<file path="src/rtl/wdt_pkg.sv">
package wdt_pkg;
  localparam logic [7:0]  OFF_COUNT   = 8'h00;
  localparam logic [7:0]  OFF_RELOAD  = 8'h04;
  localparam logic [7:0]  OFF_KICK    = 8'h08;
  localparam logic [7:0]  OFF_CTRL    = 8'h0C;
  localparam logic [7:0]  OFF_STATUS  = 8'h10;
  localparam logic [7:0]  OFF_CLEAR   = 8'h14;
  localparam logic [7:0]  OFF_PLEN    = 8'h18;

  localparam logic [15:0] KICK_KEY    = 16'h5AB9;
  localparam logic [31:0] RELOAD_RST  = 32'h03EF1480;
  localparam logic [31:0] PLEN_RST    = 32'h000000FF;

  localparam int NUM_OUT = 3;
  localparam int CTRL_W  = 5;

  typedef struct packed {
    logic use_ref;   // bit 4
    logic ext_en;    // bit 3
    logic irq_en;    // bit 2
    logic rst_en;    // bit 1
    logic run;       // bit 0
  } ctrl_t;
endpackage

</file>
<file path="src/rtl/wdt_reset_sync.sv">
module wdt_reset_sync (
  input  logic clk,
  input  logic rst_n,
  output logic rst_ni
);
  logic [1:0] sync_q;

  always_ff @(posedge clk or negedge rst_n) begin
    if (!rst_n) sync_q <= 2'b00;
    else        sync_q <= {sync_q[0], 1'b1};
  end

  assign rst_ni = sync_q[1];
endmodule

</file>
<file path="src/rtl/wdt_regs.sv">
module wdt_regs
  import wdt_pkg::*;
#(
  parameter int ADDR_W = 8,
  parameter int CNT_W  = 32,
  parameter int LEN_W  = 16
) (
  input  logic              clk,
  input  logic              rst_ni,
  input  logic              wr_en,
  input  logic [ADDR_W-1:0] wr_addr,
  input  logic [31:0]       wr_data,
  input  logic [ADDR_W-1:0] rd_addr,
  output logic [31:0]       rd_data,
  input  logic [CNT_W-1:0]  cnt_val,
  input  logic              expire,
  output ctrl_t             ctrl,
  output logic [CNT_W-1:0]  reload_val,
  output logic [LEN_W-1:0]  plen_val,
  output logic              kick,
  output logic              status
);
  logic [CNT_W-1:0] reload_q, reload_d;
  logic [LEN_W-1:0] plen_q, plen_d;
  ctrl_t            ctrl_q, ctrl_d;
  logic             stat_q, stat_d;
  logic             wr_reload, wr_ctrl, wr_plen, wr_clr;

  // write decode
  always_comb begin
    wr_reload = wr_en && (wr_addr == ADDR_W'(OFF_RELOAD));
    wr_ctrl   = wr_en && (wr_addr == ADDR_W'(OFF_CTRL));
    wr_plen   = wr_en && (wr_addr == ADDR_W'(OFF_PLEN));
    wr_clr    = wr_en && (wr_addr == ADDR_W'(OFF_CLEAR)) && wr_data[0];
    kick      = wr_en && (wr_addr == ADDR_W'(OFF_KICK)) && (wr_data[15:0] == KICK_KEY);
  end

  // next state
  always_comb begin
    reload_d = reload_q;
    plen_d   = plen_q;
    ctrl_d   = ctrl_q;
    stat_d   = stat_q;
    if (wr_reload) reload_d = wr_data[CNT_W-1:0];
    if (wr_plen)   plen_d   = wr_data[LEN_W-1:0];
    if (wr_ctrl)   ctrl_d   = ctrl_t'(wr_data[CTRL_W-1:0]);
    if (expire)      stat_d = 1'b1;
    else if (wr_clr) stat_d = 1'b0;
  end

  // registers
  always_ff @(posedge clk or negedge rst_ni) begin
    if (!rst_ni) begin
      reload_q <= CNT_W'(RELOAD_RST);
      plen_q   <= LEN_W'(PLEN_RST);
      ctrl_q   <= '0;
      stat_q   <= 1'b0;
    end else begin
      reload_q <= reload_d;
      plen_q   <= plen_d;
      ctrl_q   <= ctrl_d;
      stat_q   <= stat_d;
    end
  end

  // read mux
  always_comb begin
    rd_data = 32'h0;
    if (rd_addr == ADDR_W'(OFF_COUNT))       rd_data = 32'(cnt_val);
    else if (rd_addr == ADDR_W'(OFF_RELOAD)) rd_data = 32'(reload_q);
    else if (rd_addr == ADDR_W'(OFF_CTRL))   rd_data = 32'(ctrl_q);
    else if (rd_addr == ADDR_W'(OFF_STATUS)) rd_data = {31'h0, stat_q};
    else if (rd_addr == ADDR_W'(OFF_PLEN))   rd_data = 32'(plen_q);
  end

  assign ctrl       = ctrl_q;
  assign reload_val = reload_q;
  assign plen_val   = plen_q;
  assign status     = stat_q;

  // expiry sets the flag
  assert_status_set_R7: assert property (@(posedge clk) disable iff (!rst_ni)
    expire |=> status);
  // flag stays set without a clear write
  assert_status_sticky_R7: assert property (@(posedge clk) disable iff (!rst_ni)
    (status && !wr_clr) |=> status);
  // reload value moves only on a reload write
  assert_reload_stable_R10: assert property (@(posedge clk) disable iff (!rst_ni)
    !wr_reload |=> $stable(reload_val));
endmodule

</file>
<file path="src/rtl/wdt_counter.sv">
module wdt_counter
  import wdt_pkg::*;
#(
  parameter int CNT_W = 32
) (
  input  logic             clk,
  input  logic             rst_ni,
  input  logic             run,
  input  logic             use_ref,
  input  logic             ref_tick,
  input  logic             kick,
  input  logic [CNT_W-1:0] reload_val,
  output logic [CNT_W-1:0] cnt,
  output logic             expire
);
  logic [CNT_W-1:0] cnt_q, cnt_d;
  logic             tick_en;
  logic             at_zero;

  always_comb begin
    tick_en = run && (use_ref ? ref_tick : 1'b1);
    at_zero = (cnt_q == '0);
    expire  = tick_en && !kick && at_zero;
    cnt_d   = cnt_q;
    if (kick)            cnt_d = reload_val;
    else if (tick_en) begin
      if (at_zero)       cnt_d = reload_val;
      else               cnt_d = cnt_q - CNT_W'(1);
    end
  end

  always_ff @(posedge clk or negedge rst_ni) begin
    if (!rst_ni) cnt_q <= CNT_W'(RELOAD_RST);
    else         cnt_q <= cnt_d;
  end

  assign cnt = cnt_q;

  // no tick and no kick means the count holds
  assert_hold_R4: assert property (@(posedge clk) disable iff (!rst_ni)
    (!tick_en && !kick) |=> $stable(cnt));
  // a tick on a nonzero count steps down by one
  assert_step_R4: assert property (@(posedge clk) disable iff (!rst_ni)
    (tick_en && !kick && cnt != '0) |=> (cnt == $past(cnt) - CNT_W'(1)));
  // a keyed restart loads the reload value
  assert_kick_R3: assert property (@(posedge clk) disable iff (!rst_ni)
    kick |=> (cnt == $past(reload_val)));
  // expiry reloads
  assert_reload_R6: assert property (@(posedge clk) disable iff (!rst_ni)
    expire |=> (cnt == $past(reload_val)));
endmodule

</file>
<file path="src/rtl/wdt_pulse.sv">
module wdt_pulse #(
  parameter int LEN_W = 16
) (
  input  logic             clk,
  input  logic             rst_ni,
  input  logic             fire,
  input  logic [LEN_W-1:0] plen,
  output logic             active
);
  logic             act_q, act_d;
  logic [LEN_W-1:0] rem_q, rem_d;

  always_comb begin
    act_d = act_q;
    rem_d = rem_q;
    if (fire) begin
      act_d = 1'b1;
      rem_d = plen;
    end else if (act_q) begin
      if (rem_q == '0) act_d = 1'b0;
      else             rem_d = rem_q - LEN_W'(1);
    end
  end

  always_ff @(posedge clk or negedge rst_ni) begin
    if (!rst_ni) begin
      act_q <= 1'b0;
      rem_q <= '0;
    end else begin
      act_q <= act_d;
      rem_q <= rem_d;
    end
  end

  assign active = act_q;

  // every fire (re)starts a pulse of full length
  assert_pulse_start_R8: assert property (@(posedge clk) disable iff (!rst_ni)
    fire |=> (active && rem_q == $past(plen)));
  // an idle output stays low without a fire
  assert_pulse_quiet_R8: assert property (@(posedge clk) disable iff (!rst_ni)
    (!active && !fire) |=> !active);
endmodule

</file>
<file path="src/rtl/keyed_wdt.sv">
module keyed_wdt
  import wdt_pkg::*;
#(
  parameter int ADDR_W = 8,
  parameter int CNT_W  = 32,
  parameter int LEN_W  = 16
) (
  input  logic              clk,
  input  logic              rst_n,
  input  logic              ref_tick,
  input  logic              wr_en,
  input  logic [ADDR_W-1:0] wr_addr,
  input  logic [31:0]       wr_data,
  input  logic [ADDR_W-1:0] rd_addr,
  output logic [31:0]       rd_data,
  output logic              sys_rst_o,
  output logic              irq_o,
  output logic              ext_o
);
  logic             rst_ni;
  ctrl_t            ctrl;
  logic [CNT_W-1:0] reload_val;
  logic [CNT_W-1:0] cnt;
  logic [LEN_W-1:0] plen_val;
  logic             kick;
  logic             expire;
  logic             status;
  logic [NUM_OUT-1:0] out_en;
  logic [NUM_OUT-1:0] out_act;

  wdt_reset_sync u_rsync (
    .clk    (clk),
    .rst_n  (rst_n),
    .rst_ni (rst_ni)
  );

  wdt_regs #(.ADDR_W(ADDR_W), .CNT_W(CNT_W), .LEN_W(LEN_W)) u_regs (
    .clk        (clk),
    .rst_ni     (rst_ni),
    .wr_en      (wr_en),
    .wr_addr    (wr_addr),
    .wr_data    (wr_data),
    .rd_addr    (rd_addr),
    .rd_data    (rd_data),
    .cnt_val    (cnt),
    .expire     (expire),
    .ctrl       (ctrl),
    .reload_val (reload_val),
    .plen_val   (plen_val),
    .kick       (kick),
    .status     (status)
  );

  wdt_counter #(.CNT_W(CNT_W)) u_cnt (
    .clk        (clk),
    .rst_ni     (rst_ni),
    .run        (ctrl.run),
    .use_ref    (ctrl.use_ref),
    .ref_tick   (ref_tick),
    .kick       (kick),
    .reload_val (reload_val),
    .cnt        (cnt),
    .expire     (expire)
  );

  assign out_en = {ctrl.ext_en, ctrl.irq_en, ctrl.rst_en};

  for (genvar g = 0; g < NUM_OUT; g++) begin : g_out
    wdt_pulse #(.LEN_W(LEN_W)) u_pulse (
      .clk    (clk),
      .rst_ni (rst_ni),
      .fire   (expire && out_en[g]),
      .plen   (plen_val),
      .active (out_act[g])
    );
  end

  assign sys_rst_o = out_act[0];
  assign irq_o     = out_act[1];
  assign ext_o     = out_act[2];

  // expiry only comes from a zero count
  assert_expire_zero_R6: assert property (@(posedge clk) disable iff (!rst_ni)
    expire |-> (cnt == '0));
  // status rises only after an expiry
  assert_status_cause_R6: assert property (@(posedge clk) disable iff (!rst_ni)
    $rose(status) |-> $past(expire));
endmodule

</file>
<file path="config.mk">
export PLATFORM = sky130hd
export DESIGN_NAME = keyed_wdt
export DESIGN_NICKNAME = d
export VERILOG_FILES = /design/src/rtl/wdt_pkg.sv /design/src/rtl/wdt_reset_sync.sv /design/src/rtl/wdt_regs.sv /design/src/rtl/wdt_counter.sv /design/src/rtl/wdt_pulse.sv /design/src/rtl/keyed_wdt.sv
export SDC_FILE = /design/constraint.sdc
export NUM_CORES = 1
export LEC_CHECK = 0
export BUFFER_PORTS_ARGS = -buffer_cell sky130_fd_sc_hd__buf_2
export CAP_MARGIN = 20
export CORE_ASPECT_RATIO = 1.2
export CORE_MARGIN = 2
export CORE_UTILIZATION = 52
export DETAILED_ROUTE_END_ITERATION = 8
export PLACE_DENSITY = 0.82
export SKIP_LAST_GASP = 1
export SYNTH_ARGS = -nofsm -noshare
export SYNTH_HDL_FRONTEND = slang
export SYNTH_SLANG_ARGS = --single-unit
</file>
<file path="constraint.sdc">
create_clock -name clk -period 5.09 [get_ports clk]
set_clock_uncertainty 0.15 [all_clocks]
set_input_delay 0.2545 -clock clk [delete_from_list [all_inputs] [get_ports clk]]
set_output_delay 0.2545 -clock clk [all_outputs]
set_load 0.02 [all_outputs]
</file>
After elaboration in Yosys (flattened, before gate mapping)
Index checks and enable logic that the tools add are counted.
- logic and storage cells: 89
- bits in latches: 0
- register bits: 139
- memory bits (writable): 0
- ROM bits: 0
- memories: 0
- bits of input ports: 52
- output and inout port bits: 35
- bitwise operators: 0
- $add $sub $neg: 4
- div/mod/pow operators: 0
- reduce and logical (&&, ||, !) cells: 27
- magnitude comparators: 0
- $mul: 0
- eq/ne operators: 13
- shift operators: 0
- muxes and demuxes: 29
- operator list (cell ; count):
    32-bit 2-to-1 mux ; 7
    16-bit 2-to-1 mux ; 10
    16-bit logical NOT ; 3
    16-bit by 1-bit subtractor with 16-bit output (second input constant) ; 3
    8-bit by 5-bit == test with 1-bit output (second input constant) ; 4
    32-bit logical NOT ; 1
    32-bit by 1-bit subtractor with 32-bit output (second input constant) ; 1
    8-bit by 4-bit == test with 1-bit output (second input constant) ; 3
    16-bit by 15-bit == test with 1-bit output (second input constant) ; 1
    8-bit by 3-bit == test with 1-bit output (second input constant) ; 2
    1-bit logical AND ; 13
    1-bit 2-to-1 mux ; 12
    2-bit nonzero test ; 5
    8-bit logical NOT ; 1
    2-bit by 1-bit inequality test with 1-bit output (second input constant) ; 3
    2-bit AND reduction ; 3
    1-bit logical NOT ; 1

Depth between registers and ports, before layout
- word-level depth: 9
- depth in mapped cells: 10
- depth with buffers taken out: 8

Modules after synthesis
Synthesis repeated with hierarchy kept, for this count alone.
- cells, all modules: 919
- area total of the unflattened synthesis: 8654.6 um^2
- by module, submodules not included (module ; times used ; seq. area each (um^2) ; area each (um^2) ; cells an instance):
    wdt_regs ; 1 ; 1376.3 ; 2940.3 ; 255
    wdt_pulse (g_out[0].u_pulse ...) ; 2 ; 425.4 ; 1146.1 ; 137
    wdt_counter ; 1 ; 815.8 ; 2282.2 ; 260
    wdt_pulse (g_out[2].u_pulse) ; 1 ; 425.4 ; 1067.3 ; 124
    wdt_reset_sync ; 1 ; 50.0 ; 53.8 ; 3
    keyed_wdt ; 1 ; 0.0 ; 18.8 ; 3

Least setup slack after synthesis
No wires, ideal clock.
- kind: reg-to-reg
- start: reg g_out[2].u_pulse.rem_q[0]
- end: reg g_out[2].u_pulse.rem_q[13]
- library setup time: 137 ps
- path slack: 2526 ps
- required time: 4803 ps
- data arrival time: 2277 ps
- buffers on the path: 0
- cell stages (with the launch flop): 9
- period minus slack after synthesis: 2564 ps
- path through: dfrtp_1 inv_1 ha_1 or4b_2 o41ai_2 nand4b_1 nor4_1 xnor2_1 a21oi_1
- longest elaborated chain between the ends: 4
- elaborated cells between the ends (all ways): 7
- classes of those cells: 1 x add/sub; 1 x eq/ne; 3 x mux; 2 x reduce/logical
- RTL lines (element ; line ; text):
    from (decl) ; wdt_pulse.sv:11 ; logic [LEN_W-1:0] rem_q, rem_d;
    from (signal assigned) ; wdt_pulse.sv:31 ; rem_q <= rem_d;
    16-bit by 1-bit subtractor with 16-bit output ; wdt_pulse.sv:21 ; else rem_d = rem_q - LEN_W'(1);
    16-bit 2-to-1 mux ; wdt_pulse.sv:20 ; if (rem_q == '0) act_d = 1'b0;
    16-bit 2-to-1 mux ; wdt_pulse.sv:19 ; end else if (act_q) begin
    16-bit 2-to-1 mux ; wdt_pulse.sv:16 ; if (fire) begin
Several ways; a longest one is shown, not always the timed one. The select of a mux whose other input is x is not followed.
A chain may end at the register's enable or synchronous reset.

Worst setup path after layout
- start: reg u_cnt.cnt_q[20], in the netlist u_cnt.cnt[20]
- end: reg g_out[1].u_pulse.rem_q[11]
- longest elaborated chain between the ends: 5
- elaborated cells between the ends (all ways): 7
- classes of those cells: 1 x eq/ne; 1 x mux; 5 x reduce/logical
- RTL lines (element ; line ; text):
    from (decl) ; wdt_counter.sv:16 ; logic [CNT_W-1:0] cnt_q, cnt_d;
    from (signal assigned) ; wdt_counter.sv:33 ; if (!rst_ni) cnt_q <= CNT_W'(RELOAD_RST);
    from (signal assigned) ; wdt_counter.sv:34 ; else cnt_q <= cnt_d;
    32-bit logical NOT * ; wdt_counter.sv:22 ; at_zero = (cnt_q == '0);
    1-bit logical AND * ; wdt_counter.sv:23 ; expire = tick_en && !kick && at_zero;
    1-bit logical AND * ; keyed_wdt.sv:72 ; .fire (expire && out_en[g]),
    2-bit by 1-bit inequality test with 1-bit output (no line) / 2-bit nonzero test (equally long branches) ; - ;
    2-bit AND reduction (no line) ; - ;
    to (signal assigned) ; wdt_pulse.sv:31 ;
    to (decl) ; wdt_pulse.sv:11 ;
Mark *: on every way between the ends. The rest lies on a longest branch, timed or not.

==> impl_metrics.csv <==
group,metric,value,unit
power_and_ir_drop,power_frac_comb,0.066,
global_routing,grt_pass1_vias,6723,
hold_path,hp-class,"input port to register",
global_routing,grt.busiest_layer,"met2",
clock_network,clock_path_buffers,2,
routing,wl_per_cell,18.7,um
critical_path,setup.worst_path.start,"u_cnt.cnt[20]$_DFFE_PN0P_",
placed_design,dp_cells,1063,
power_and_ir_drop,power.switching,0.650,mW
timing,max_slew_margin,0.216,
critical_path,path_max_fanout,17,
yosys,yosysWarningCount,0,
final_layout,final_core_util,0.627,
final_layout,layout-drive-gt1-share,0.250,
power_and_ir_drop,leakage,4.07,nW
placed_design,routabilityCongestion,0.942,
global_routing,grt.met1_usage,0.333,
clock_network,clk_pin_slew,60,ps
timing,tns,0,ps
clock_network,clockRootBuffer,"clkbuf_16",
final_layout,final_area,0.00930,mm^2
critical_path,r2r_end,"g_out[1].u_pulse.rem_q[11]$_DFFE_PN0P_",
floorplan,die_x,116,um
critical_path,slowest_delay,730,ps
clock_network,worst_skew_pair.late_latency,430,ps
power_and_ir_drop,switching_share,0.254,
global_routing,grt_use_met2,0.462,
final_layout,layout.nets,971,
timing,fin_ws,1850,ps
critical_path,end_kind,"register",
yosys,synth_top_cell_by_area,"dfrtp_1",
placed_design,io_buffer_count,86,
routing,vias,6913,
routing,drt_first_pass_iters,6,
final_layout,area_growth,19.4,%
timing,hold_violations,0,
yosys,synth_ff_type,"dfrtp_1",
power_and_ir_drop,power.internal,1.91,mW
floorplan,rows,49,
final_layout,final_cell_count_no_fill,1128,
routing,totalWireLength,21100,um
timing,period_share,0.636,
global_routing,grt_max_degree,58,
power_and_ir_drop,seqPwrFrac,0.470,
critical_path,worst-path-buf-inv,1,
global_routing,grt_use_met3,0.0574,
floorplan,io_pins,87,
timing,holdWs,30.5,ps
timing,rsz0062_at_grt,"no",
timing,max_freq,309,MHz
run,drv_cap,0,
clock_network,clock-sinks,139,
clock_network,post_cts_buffers,0,
yosys,netlist_instances,802,
floorplan,die_h,138,um
final_layout,n_antenna_cell,0,
floorplan,start_util,0.525,
placed_design,placed_area,0.00841,mm^2
floorplan,dieArea,0.0160,mm^2
placed_design,place_hpwl,14700,um
power_and_ir_drop,ir_drop,0.000183,V
routing,drt_iter0_markers,754,
timing,worst_pin_slew,1170,ps
power_and_ir_drop,pwr-share-clk,0.464,
status,status,"finished, final reports clean",
yosys,synth-seq-cells,139,
timing,maxSlewViolCount,0,
hold_path,hold_path_end,"u_regs.plen_val[12]$_DFFE_PN0P_",
critical_path,rr_startpoint,"u_cnt.cnt[20]$_DFFE_PN0P_",
timing,fin_crit,3240,ps
routing,vias_per_cell,6.13,
hold_path,holdPathStages,2,
clock_network,htree_levels,4,
hold_path,hp-start,"wr_data[12]",
global_routing,grt_pass1_wl,34300,um
yosys,synthTopCellsByArea,"dfrtp_1, dfstp_2, mux2_2",
critical_path,critical_path.slowest_cell,"nand4_1",
clock_network,cts_made_buffers,17,
yosys,syn_area,0.00779,mm^2
critical_path,path_delay_family,"simple AND/OR/NAND/NOR gates",
critical_path,cp-start-kind,"register",
yosys,synth-edff-count,0,
critical_path,rr_worst_depth,6,
clock_network,cts_tree,"yes",
power_and_ir_drop,power_density,275,mW/mm^2
yosys,synth_top_area_share,0.344,
global_routing,overflow,0,
critical_path,crit_chain,"or4_1 -> nor4_2 -> nand4_1 -> buf_4 -> nor2_1 -> a21oi_1",
routing,ant_nets,0,
global_routing,antenna_found_initial,0,
yosys,async_reset_ff_frac,1.00,
placed_design,dp_slack,1930,ps
yosys,seq_area_frac_synth,0.452,
critical_path,critPathKind,"register to register",
timing,setup_viol,0,
critical_path,regToRegSetupSlack,1850,ps
floorplan,core_region_area,0.0148,mm^2
routing,drc,0,
critical_path,arrival,3400,ps
yosys,syn_area_per_cell,9.71,um^2
power_and_ir_drop,finalPower,2.55,mW
global_routing,track_usage,0.274,
yosys,synth_cell_types,65,
critical_path,required,5250,ps
yosys,syn_nets,862,
state kept, by name (all words and copies together), names as in the netlist:
| name | count |
|---|---|
| u_cnt.cnt | 32 |
| g_out.u_pulse.active | 3 |
| u_rsync.sync_q | 2 |
| u_regs.status | 1 |
| g_out.u_pulse.rem_q | 48 |
| u_regs.reload_val | 32 |
| u_regs.plen_val | 16 |
| u_regs.ctrl | 5 |
worst max path at each step:
stage / end / slack (ps) / cells after the start
floorplan: g_out[0].u_pulse.active$_DFF_PN0_ / 840 / 0
global placement: g_out[1].u_pulse.rem_q[6]$_DFFE_PN0P_ / 2060 / 7
detailed placement: g_out[1].u_pulse.rem_q[11]$_DFFE_PN0P_ / 1930 / 6
CTS: g_out[1].u_pulse.rem_q[11]$_DFFE_PN0P_ / 1930 / 6
global route: g_out[1].u_pulse.rem_q[8]$_DFFE_PN0P_ / 1690 / 6
finish: g_out[1].u_pulse.rem_q[11]$_DFFE_PN0P_ / 1850 / 6
synthesized netlist by cell type, drive strengths merged, types with 11 or more instances:
library cell	n
a22o	17
dfrtp	107
xnor2	28
dfstp	32
nor2	85
nor4	16
mux2	56
nand3	25
a21oi	71
a22oi	11
clkbuf	31
or4	12
nand4	20
a222oi	13
nor3	30
inv	33
or3	14
nand2	36
mux2i	14
o21ai	28
metal layers:
metal	vias up	share of wire
li1	3194	-
met1	3360	0.39
met2	299	0.52
met3	60	0.057
met4	0	0.039
met5	-	0
final cells by class:
| type | count | area [um^2] |
|---|---|---|
| inverters | 33 | 124 |
| repair buffers | 130 | 841 |
| clock inverters | 15 | 139 |
| fillers | 1265 | 5540 |
| clock buffers | 17 | 425 |
| multi-input cells | 590 | 4000 |
| flip-flops and latches | 139 | 3520 |
| well taps | 204 | 255 |
power by group through the flow:
| stage | Clock (mW) | Sequential [mW] | Combinational (mW) |
|---|---|---|---|
| 2_1_floorplan | 0 | 1.20 | 0.0852 |
| 3_3_place_gp | 0 | 1.22 | 0.143 |
| 3_5_place_dp | 0 | 1.22 | 0.147 |
| 4_1_cts | 1.19 | 1.20 | 0.167 |
| 5_1_grt | 1.25 | 1.21 | 0.184 |
| 6_report | 1.18 | 1.20 | 0.169 |
logic make-up (layout without fill, tap and decap cells):
family / Yosys count / count (layout) / share of synthesized area
compound gates: 190 / 190 / 0.160
fa+ha+maj: 8 / 8 / 0.0128
flops: 139 / 139 / 0.452
mux: 70 / 70 / 0.0989
other cells: 1 / 1 / 0.000481
buf+inv: 73 / 195 / 0.0382
simple gates: 284 / 284 / 0.197
xor+xnor: 37 / 37 / 0.0416
what timing repair did:
item,CTS,global route
gates resized for setup,0,0
hold buffers,32,0
endpoints found under the hold margin,48,0
placed cells by master, fill, tap and decap left out, types with 9 or more instances in the layout:
| master | netlist | routed |
|---|---|---|
| clkbuf_16 | 0 | 17 |
| or3_1 | 14 | 14 |
| nand2_1 | 36 | 36 |
| dfstp_2 | 32 | 32 |
| a22o_1 | 17 | 17 |
| o21ai_0 | 26 | 26 |
| buf_4 | 0 | 12 |
| nor2_1 | 85 | 85 |
| xnor2_1 | 28 | 28 |
| nor3_1 | 29 | 28 |
| nand3_1 | 24 | 24 |
| a222oi_1 | 13 | 13 |
| dfrtp_1 | 107 | 106 |
| xor2_1 | 9 | 9 |
| or4_1 | 11 | 11 |
| a21oi_1 | 71 | 71 |
| dlygate4sd3_1 | 0 | 32 |
| buf_2 | 7 | 86 |
| a22oi_1 | 11 | 11 |
| nor4_1 | 13 | 12 |
| nand4_1 | 20 | 20 |
| inv_1 | 33 | 33 |
| mux2i_1 | 14 | 14 |
| mux2_2 | 53 | 53 |
Power figures use the tool's default switching activity.
